--- src/rtl/tape_wr_pkg.sv ---
package tape_wr_pkg;
    typedef enum logic [2:0] {
        ST_IDLE,
        ST_HEAD,
        ST_SYNC_A,
        ST_SYNC_B,
        ST_DATA
    } wr_state_e;
endpackage

--- src/rtl/tape_half_timer.sv ---
module tape_half_timer #(
    parameter int LEN_W = 10
) (
    input  logic             clk,
    input  logic             rst_n,
    input  logic             run,
    input  logic             load,
    input  logic [LEN_W-1:0] len_in,
    output logic             tick
);
    logic [LEN_W-1:0] cnt_q;

    assign tick = run && (cnt_q == '0);

    always_ff @(posedge clk) begin
        if (!rst_n) begin
            cnt_q <= '0;
        end else if (load || tick) begin
            cnt_q <= len_in - LEN_W'(1);
        end else if (cnt_q != '0) begin
            cnt_q <= cnt_q - LEN_W'(1);
        end
    end

    // a boundary cannot follow directly on a load of a length above one
    a_r10_no_early_tick: assert property (@(posedge clk) disable iff (!rst_n)
        (load && len_in > LEN_W'(1)) |=> !tick);
endmodule

--- src/rtl/tape_byte_fetch.sv ---
module tape_byte_fetch #(
    parameter int ADDR_W = 16,
    parameter int DATA_W = 8
) (
    input  logic              clk,
    input  logic              rst_n,
    input  logic              arm,
    input  logic [ADDR_W-1:0] start_addr,
    input  logic [ADDR_W-1:0] end_addr,
    input  logic              req_first,
    input  logic              req_next,
    input  logic              advance,
    output logic              mem_rd,
    output logic [ADDR_W-1:0] mem_addr,
    input  logic [DATA_W-1:0] mem_rdata,
    output logic [DATA_W-1:0] nxt_byte,
    output logic              at_last
);
    logic [ADDR_W-1:0] cur_q;
    logic [ADDR_W-1:0] end_q;
    logic              rd_d;

    assign at_last = (cur_q >= end_q);

    always_ff @(posedge clk) begin
        if (!rst_n) begin
            cur_q    <= '0;
            end_q    <= '0;
            mem_rd   <= 1'b0;
            mem_addr <= '0;
            rd_d     <= 1'b0;
            nxt_byte <= '0;
        end else begin
            mem_rd <= 1'b0;
            rd_d   <= mem_rd;
            if (arm) begin
                cur_q <= start_addr;
                end_q <= end_addr;
            end
            if (req_first) begin
                mem_rd   <= 1'b1;
                mem_addr <= cur_q;
            end
            if (req_next) begin
                mem_rd   <= 1'b1;
                mem_addr <= cur_q + ADDR_W'(1);
            end
            if (advance) begin
                cur_q <= cur_q + ADDR_W'(1);
            end
            if (rd_d) begin
                nxt_byte <= mem_rdata;
            end
        end
    end

    // read strobes are single-cycle pulses
    a_r8_single_pulse: assert property (@(posedge clk) disable iff (!rst_n)
        mem_rd |=> !mem_rd);
    // no read is requested once the last address is in progress
    a_r7_no_read_past_end: assert property (@(posedge clk) disable iff (!rst_n)
        req_next |-> !at_last);
endmodule

--- src/rtl/tape_fsk_writer.sv ---
module tape_fsk_writer
    import tape_wr_pkg::*;
#(
    parameter int ADDR_W    = 16,
    parameter int DATA_W    = 8,
    parameter int CNT_W     = 8,
    parameter int BLK_BITS  = 128,
    parameter int HDR_HALF  = 593,
    parameter int SYNC_HALF = 181,
    parameter int ZERO_HALF = 239,
    parameter int ONE_HALF  = 474
) (
    input  logic              clk,
    input  logic              rst_n,
    input  logic              start,
    input  logic [CNT_W-1:0]  hdr_count,
    input  logic [ADDR_W-1:0] start_addr,
    input  logic [ADDR_W-1:0] end_addr,
    output logic              mem_rd,
    output logic [ADDR_W-1:0] mem_addr,
    input  logic [DATA_W-1:0] mem_rdata,
    output logic              tape_out,
    output logic              busy,
    output logic              done
);
    localparam int MAX_A   = (HDR_HALF > ONE_HALF) ? HDR_HALF : ONE_HALF;
    localparam int MAX_B   = (SYNC_HALF > ZERO_HALF) ? SYNC_HALF : ZERO_HALF;
    localparam int MAX_LEN = (MAX_A > MAX_B) ? MAX_A : MAX_B;
    localparam int LEN_W   = $clog2(MAX_LEN + 1);
    localparam int HC_W    = CNT_W + $clog2(BLK_BITS) + 2;
    localparam int HALVES  = 2 * DATA_W;
    localparam int IDX_W   = $clog2(HALVES);
    localparam logic [IDX_W-1:0] IDX_LAST = IDX_W'(HALVES - 1);

    wr_state_e         state_q, state_nx;
    logic              tick, accept, load, fin;
    logic              req_first, req_next, advance, at_last;
    logic [LEN_W-1:0]  len_nx;
    logic [HC_W-1:0]   hrem_q;
    logic [IDX_W-1:0]  hidx_q;
    logic [DATA_W-1:0] shreg_q, nxt_byte;

    function automatic logic [LEN_W-1:0] bit_len(input logic b);
        return b ? LEN_W'(ONE_HALF) : LEN_W'(ZERO_HALF);
    endfunction

    assign accept = start && (state_q == ST_IDLE);
    assign load   = accept;
    assign busy   = (state_q != ST_IDLE);

    tape_half_timer #(.LEN_W(LEN_W)) timer_i (
        .clk    (clk),
        .rst_n  (rst_n),
        .run    (busy),
        .load   (load),
        .len_in (len_nx),
        .tick   (tick)
    );

    tape_byte_fetch #(.ADDR_W(ADDR_W), .DATA_W(DATA_W)) fetch_i (
        .clk        (clk),
        .rst_n      (rst_n),
        .arm        (accept),
        .start_addr (start_addr),
        .end_addr   (end_addr),
        .req_first  (req_first),
        .req_next   (req_next),
        .advance    (advance),
        .mem_rd     (mem_rd),
        .mem_addr   (mem_addr),
        .mem_rdata  (mem_rdata),
        .nxt_byte   (nxt_byte),
        .at_last    (at_last)
    );

    // Next state and control
    always_comb begin
        state_nx  = state_q;
        len_nx    = '0;
        req_first = 1'b0;
        req_next  = 1'b0;
        advance   = 1'b0;
        fin       = 1'b0;
        unique case (state_q)
            ST_IDLE: begin
                if (start) begin
                    if (hdr_count != '0) begin
                        state_nx = ST_HEAD;
                        len_nx   = LEN_W'(HDR_HALF);
                    end else begin
                        state_nx = ST_SYNC_A;
                        len_nx   = LEN_W'(SYNC_HALF);
                    end
                end
            end
            ST_HEAD: begin
                if (tick) begin
                    if (hrem_q == '0) begin
                        state_nx = ST_SYNC_A;
                        len_nx   = LEN_W'(SYNC_HALF);
                    end else begin
                        len_nx   = LEN_W'(HDR_HALF);
                    end
                end
            end
            ST_SYNC_A: begin
                if (tick) begin
                    state_nx  = ST_SYNC_B;
                    len_nx    = LEN_W'(ZERO_HALF);
                    req_first = 1'b1;
                end
            end
            ST_SYNC_B: begin
                if (tick) begin
                    state_nx = ST_DATA;
                    len_nx   = bit_len(nxt_byte[DATA_W-1]);
                end
            end
            ST_DATA: begin
                if (tick) begin
                    if (hidx_q == IDX_LAST) begin
                        if (at_last) begin
                            state_nx = ST_IDLE;
                            fin      = 1'b1;
                        end else begin
                            advance = 1'b1;
                            len_nx  = bit_len(nxt_byte[DATA_W-1]);
                        end
                    end else if (hidx_q[0]) begin
                        len_nx = bit_len(shreg_q[DATA_W-2]);
                    end else begin
                        len_nx = bit_len(shreg_q[DATA_W-1]);
                        if ((hidx_q == IDX_LAST - IDX_W'(1)) && !at_last) begin
                            req_next = 1'b1;
                        end
                    end
                end
            end
            default: state_nx = ST_IDLE;
        endcase
    end

    // State register
    always_ff @(posedge clk) begin
        if (!rst_n) state_q <= ST_IDLE;
        else        state_q <= state_nx;
    end

    // Outputs and datapath
    always_ff @(posedge clk) begin
        if (!rst_n) begin
            tape_out <= 1'b0;
            done     <= 1'b0;
            hrem_q   <= '0;
            hidx_q   <= '0;
            shreg_q  <= '0;
        end else begin
            done <= fin;
            if (tick) tape_out <= ~tape_out;
            if (accept) begin
                hrem_q <= HC_W'(hdr_count) * HC_W'(2 * BLK_BITS) - HC_W'(1);
            end
            if (state_q == ST_HEAD && tick && hrem_q != '0) begin
                hrem_q <= hrem_q - HC_W'(1);
            end
            if (state_q == ST_SYNC_B && tick) begin
                shreg_q <= nxt_byte;
                hidx_q  <= '0;
            end
            if (state_q == ST_DATA && tick) begin
                if (hidx_q == IDX_LAST) begin
                    shreg_q <= nxt_byte;
                    hidx_q  <= '0;
                end else begin
                    if (hidx_q[0]) shreg_q <= shreg_q << 1;
                    hidx_q <= hidx_q + IDX_W'(1);
                end
            end
        end
    end

    // line inverts on each boundary and holds otherwise
    a_r10_toggle_on_tick: assert property (@(posedge clk) disable iff (!rst_n)
        tick |=> (tape_out != $past(tape_out)));
    a_r10_hold_between: assert property (@(posedge clk) disable iff (!rst_n)
        !tick |=> $stable(tape_out));
    // fetched byte is captured before the boundary that uses it
    a_r8_fetch_before_use: assert property (@(posedge clk) disable iff (!rst_n)
        mem_rd |=> !tick);
    // done is a single pulse seen only when idle
    a_r9_done_idle: assert property (@(posedge clk) disable iff (!rst_n)
        done |-> !busy);
    a_r9_done_pulse: assert property (@(posedge clk) disable iff (!rst_n)
        done |=> !done);
    // a start during a record cannot end it early
    a_r2_busy_start: assert property (@(posedge clk) disable iff (!rst_n)
        (busy && start && !tick) |=> busy);
endmodule

--- config.mk ---
export PLATFORM = sky130hd
export DESIGN_NAME = tape_fsk_writer
export DESIGN_NICKNAME = d
export VERILOG_FILES = /design/src/rtl/tape_wr_pkg.sv /design/src/rtl/tape_half_timer.sv /design/src/rtl/tape_byte_fetch.sv /design/src/rtl/tape_fsk_writer.sv
export SDC_FILE = /design/constraint.sdc
export NUM_CORES = 1
export LEC_CHECK = 0
export BUFFER_PORTS_ARGS = -buffer_cell sky130_fd_sc_hd__clkbuf_2
export CORE_MARGIN = 2
export CORE_UTILIZATION = 40
export CTS_CLUSTER_DIAMETER = 150
export DETAILED_ROUTE_END_ITERATION = 8
export SLEW_MARGIN = 30
export SYNTH_ARGS = -nofsm -noshare
export SYNTH_HDL_FRONTEND = slang
export SYNTH_SLANG_ARGS = --single-unit
--- constraint.sdc ---
create_clock -name clk -period 3.32 [get_ports clk]
set_clock_uncertainty 0.1 [all_clocks]
set_input_delay 0.332 -clock clk [delete_from_list [all_inputs] [get_ports clk]]
set_output_delay 0.332 -clock clk [all_outputs]
set_load 0.03 [all_outputs]
==> impl_metrics.tcl <==
set metrics [dict create \
    status "completed" \
    synth_ff_type "dfxtp_1" \
    syn_to_final_growth_pct 18.51 \
    power.density_nw_per_um2 569.7 \
    synth_cell_types 65 \
    num-fill-cells 1404 \
    use_met2 0.3698 \
    layout_common_cells "nand2_1 (104), dfxtp_1 (102), a21oi_1 (84)" \
    remaining_drc_errors 0 \
    crit_type "reg2reg" \
    path_cells "inv_1 -> ha_1 -> nand4_1 -> or3_1 -> or4_4 -> a31oi_4 -> buf_4 -> o211ai_2 -> or4_4 -> nor3_1 -> nor3b_2" \
    crit_fanout 4 \
    required_ns 3.47 \
    drtPass1Iterations 7 \
    ys_seq_area_frac 0.3644 \
    cts_buffer_depth 2 \
    grt_pass1_vias 5399 \
    hpwl_mm 12.03 \
    n_antenna_cell 0 \
    period_share 0.9534 \
    synth_area_sq_um 5604 \
    synth_seq_cells 102 \
    finalSetupViolCount 0 \
    cts_tree "yes" \
    yosysWarnings 0 \
    portBuffers 70 \
    nNetsFinal 881 \
    synthCells 728 \
    place_congestion 0.9015 \
    clkSinkCount 102 \
    syn_avg_cell_area_sq_um 7.698 \
    hold_class "in2reg" \
    initial_utilization 0.4069 \
    drv_cap 0 \
    p_leak_uw 0.002605 \
    use_met1 0.2969 \
    wl_per_cell_microns 16.39 \
    grt_max_degree 65 \
    synth_mux_area_frac 0.02188 \
    die_w_microns 122.4 \
    path_buf_inv 2 \
    layout_min_cycle_time_ns 3.165 \
    chipHeight_microns 122.4 \
    synth_top_family_by_area "simple AND/OR/NAND/NOR gates" \
    final_antenna_net_count 0 \
    critPathSlowestCell "or4_4" \
    worst_pin_slew_ns 0.7165 \
    end_kind "register" \
    cp_common_cell "or4_4" \
    core-area_sq_um 13770 \
    dp_cells 977 \
    start_kind "register" \
    cts_hold_buf 0 \
    critPathMaxStageDelay_ns 0.53 \
    drt_iter0_markers 381 \
    cts-htree-levels 3 \
    antenna_found_initial 0 \
    synth_fa_ha_area_frac 0.04912 \
    power.total_uw 3784 \
    final-max-slew-violation-count 0 \
    die_area_sq_um 14970 \
    use_met3 0.03113 \
    wl_mm 16.26 \
    hold_viol_final 0 \
    final_common_cell "nand2_1" \
    insertion_delay_ns 0.36 \
    track_usage 0.2274 \
    drive_above_1_share 0.1700 \
    yosys.area_share.simple 0.2697 \
    grt_overflow_total 0 \
    async_reset_ff_frac 0 \
    clkTransAtPathRegs_ns 0.07 \
    busiest_layer "met2" \
    std_cell_rows 43 \
    cts_buffers 9 \
    vias 5650 \
    ios 71 \
    cp_top_family "simple AND/OR/NAND/NOR gates" \
    ir_drop_mv 0.2872 \
    fmax_mhz 315.9 \
    crit_arrival_ns 3.32 \
    final_cells 992 \
    cts-root-buf "clkbuf_16" \
    slew_headroom 0.5218 \
    grt_pass1_wl_mm 26.93 \
    vias_per_cell 5.696 \
    synth_compound_area_frac 0.2358 \
    syn-num-nets 801 \
    synth_edf_count 0 \
    synth-xor-area-share 0.01563 \
]
## cell families after synthesis
| kind of cell | count (synthesis) |
|---|---|
| AOI/OAI and AO/OA | 211 |
| xor gates and xnor gates | 10 |
| adders and majority gates | 22 |
| buffers and inverters | 64 |
| DFF | 102 |
| muxes | 12 |
| and+or+nand+nor | 307 |
## layout make-up
| type | instances | area (sq um) | area share |
|---|---|---|---|
| Clock inverter | 5 | 60.06 | 0.009043 |
| Inverter | 30 | 112.6 | 0.01696 |
| Timing Repair Buffer | 103 | 610.6 | 0.09194 |
| Tap cell | 180 | 225.2 | 0.03391 |
| Clock buffer | 10 | 229.0 | 0.03448 |
| Multi-Input combinational cell | 562 | 3362 | 0.5062 |
| Sequential cell | 102 | 2042 | 0.3075 |
## worst paths after layout
path | start | endpoint | slack [ns] | depth (start not counted)
max | fetch_i.end_q[13] | timer_i.cnt_q[7] | 0.15 | 11
min | end_addr[7] | fetch_i.end_q[7] | 0.1 | 3
max reg2reg | fetch_i.end_q[13] | timer_i.cnt_q[7] | 0.15 | 11
min reg2reg | shreg_q[3] | shreg_q[3] | 0.35 | 2
## metrics by stage
stage	setup TNS, ns	setup slack (ns)	util	hold slack, ns	area (sq um)
after CTS	0	0.07493	0.4802	0.09111	6614
after global placement	0	0.02968	0.4585	0.3387	6315
after detailed placement	-0.1228	-0.06786	0.4587	0.3465	6317
final	0	0.1547	0.4822	0.09961	6641
after floorplan	0	0.1344	-	0.3316	5604
after global routing	-0.008015	-0.008015	0.4822	0.1041	6641
## cell usage after synthesis, types with 9 or more instances
master	count	area (sq um)
clkbuf_1	28	105.1
nor2b_1	11	68.82
and3_1	15	93.84
a22oi_1	29	217.7
nand2_1	104	390.4
nor4_1	9	56.30
mux2i_1	10	100.1
inv_1	29	108.9
nor3_1	18	90.09
nand3_1	18	90.09
o21ai_0	39	195.2
a211oi_1	12	90.09
dfxtp_1	102	2042
or3_1	11	68.82
a21oi_1	84	420.4
nor2_1	75	281.5
ha_1	22	275.3
## state kept, by name (all words and copies together), names as in the netlist
| signal | cells |
|---|---|
| state_q | 3 |
| shreg_q | 8 |
| hidx_q | 4 |
| fetch_i.cur_q | 16 |
| fetch_i.mem_rd | 1 |
| hrem_q | 17 |
| timer_i.cnt_q | 10 |
| fetch_i.nxt_byte | 8 |
| fetch_i.mem_addr | 16 |
| tape_out | 1 |
| fetch_i.rd_d | 1 |
| done | 1 |
| fetch_i.end_q | 16 |
## report_power, final
group          internal (uW)  switching (uW)
combinational            501             712
sequential              1350             148
clock                    584             485
## metal layers
metal,wire [microns],share of wire
met4,479,0.029
met3,664,0.041
met2,7785,0.48
met1,7325,0.45
met5,0,0
## worst register-to-register path, delay by kind of cell, from the launching register on
kind	cells	cell delay (ns)
AND/OR/NAND/NOR	6	1.81
AO/OA/AOI/OAI	2	0.34
flip-flops	1	0.33
adder cells (fa/ha/maj)	1	0.29
buffers and inverters	2	0.21
## repair_timing
item                                    in CTS  in global routing
endpoints found under the setup margin       2                  3
pin swaps                                    2                  3
setup buffers                                0                  0
resized for setup                            2                  5
gates cloned                                 0                  0
Note: power is estimated with default switching activity, not from simulation.
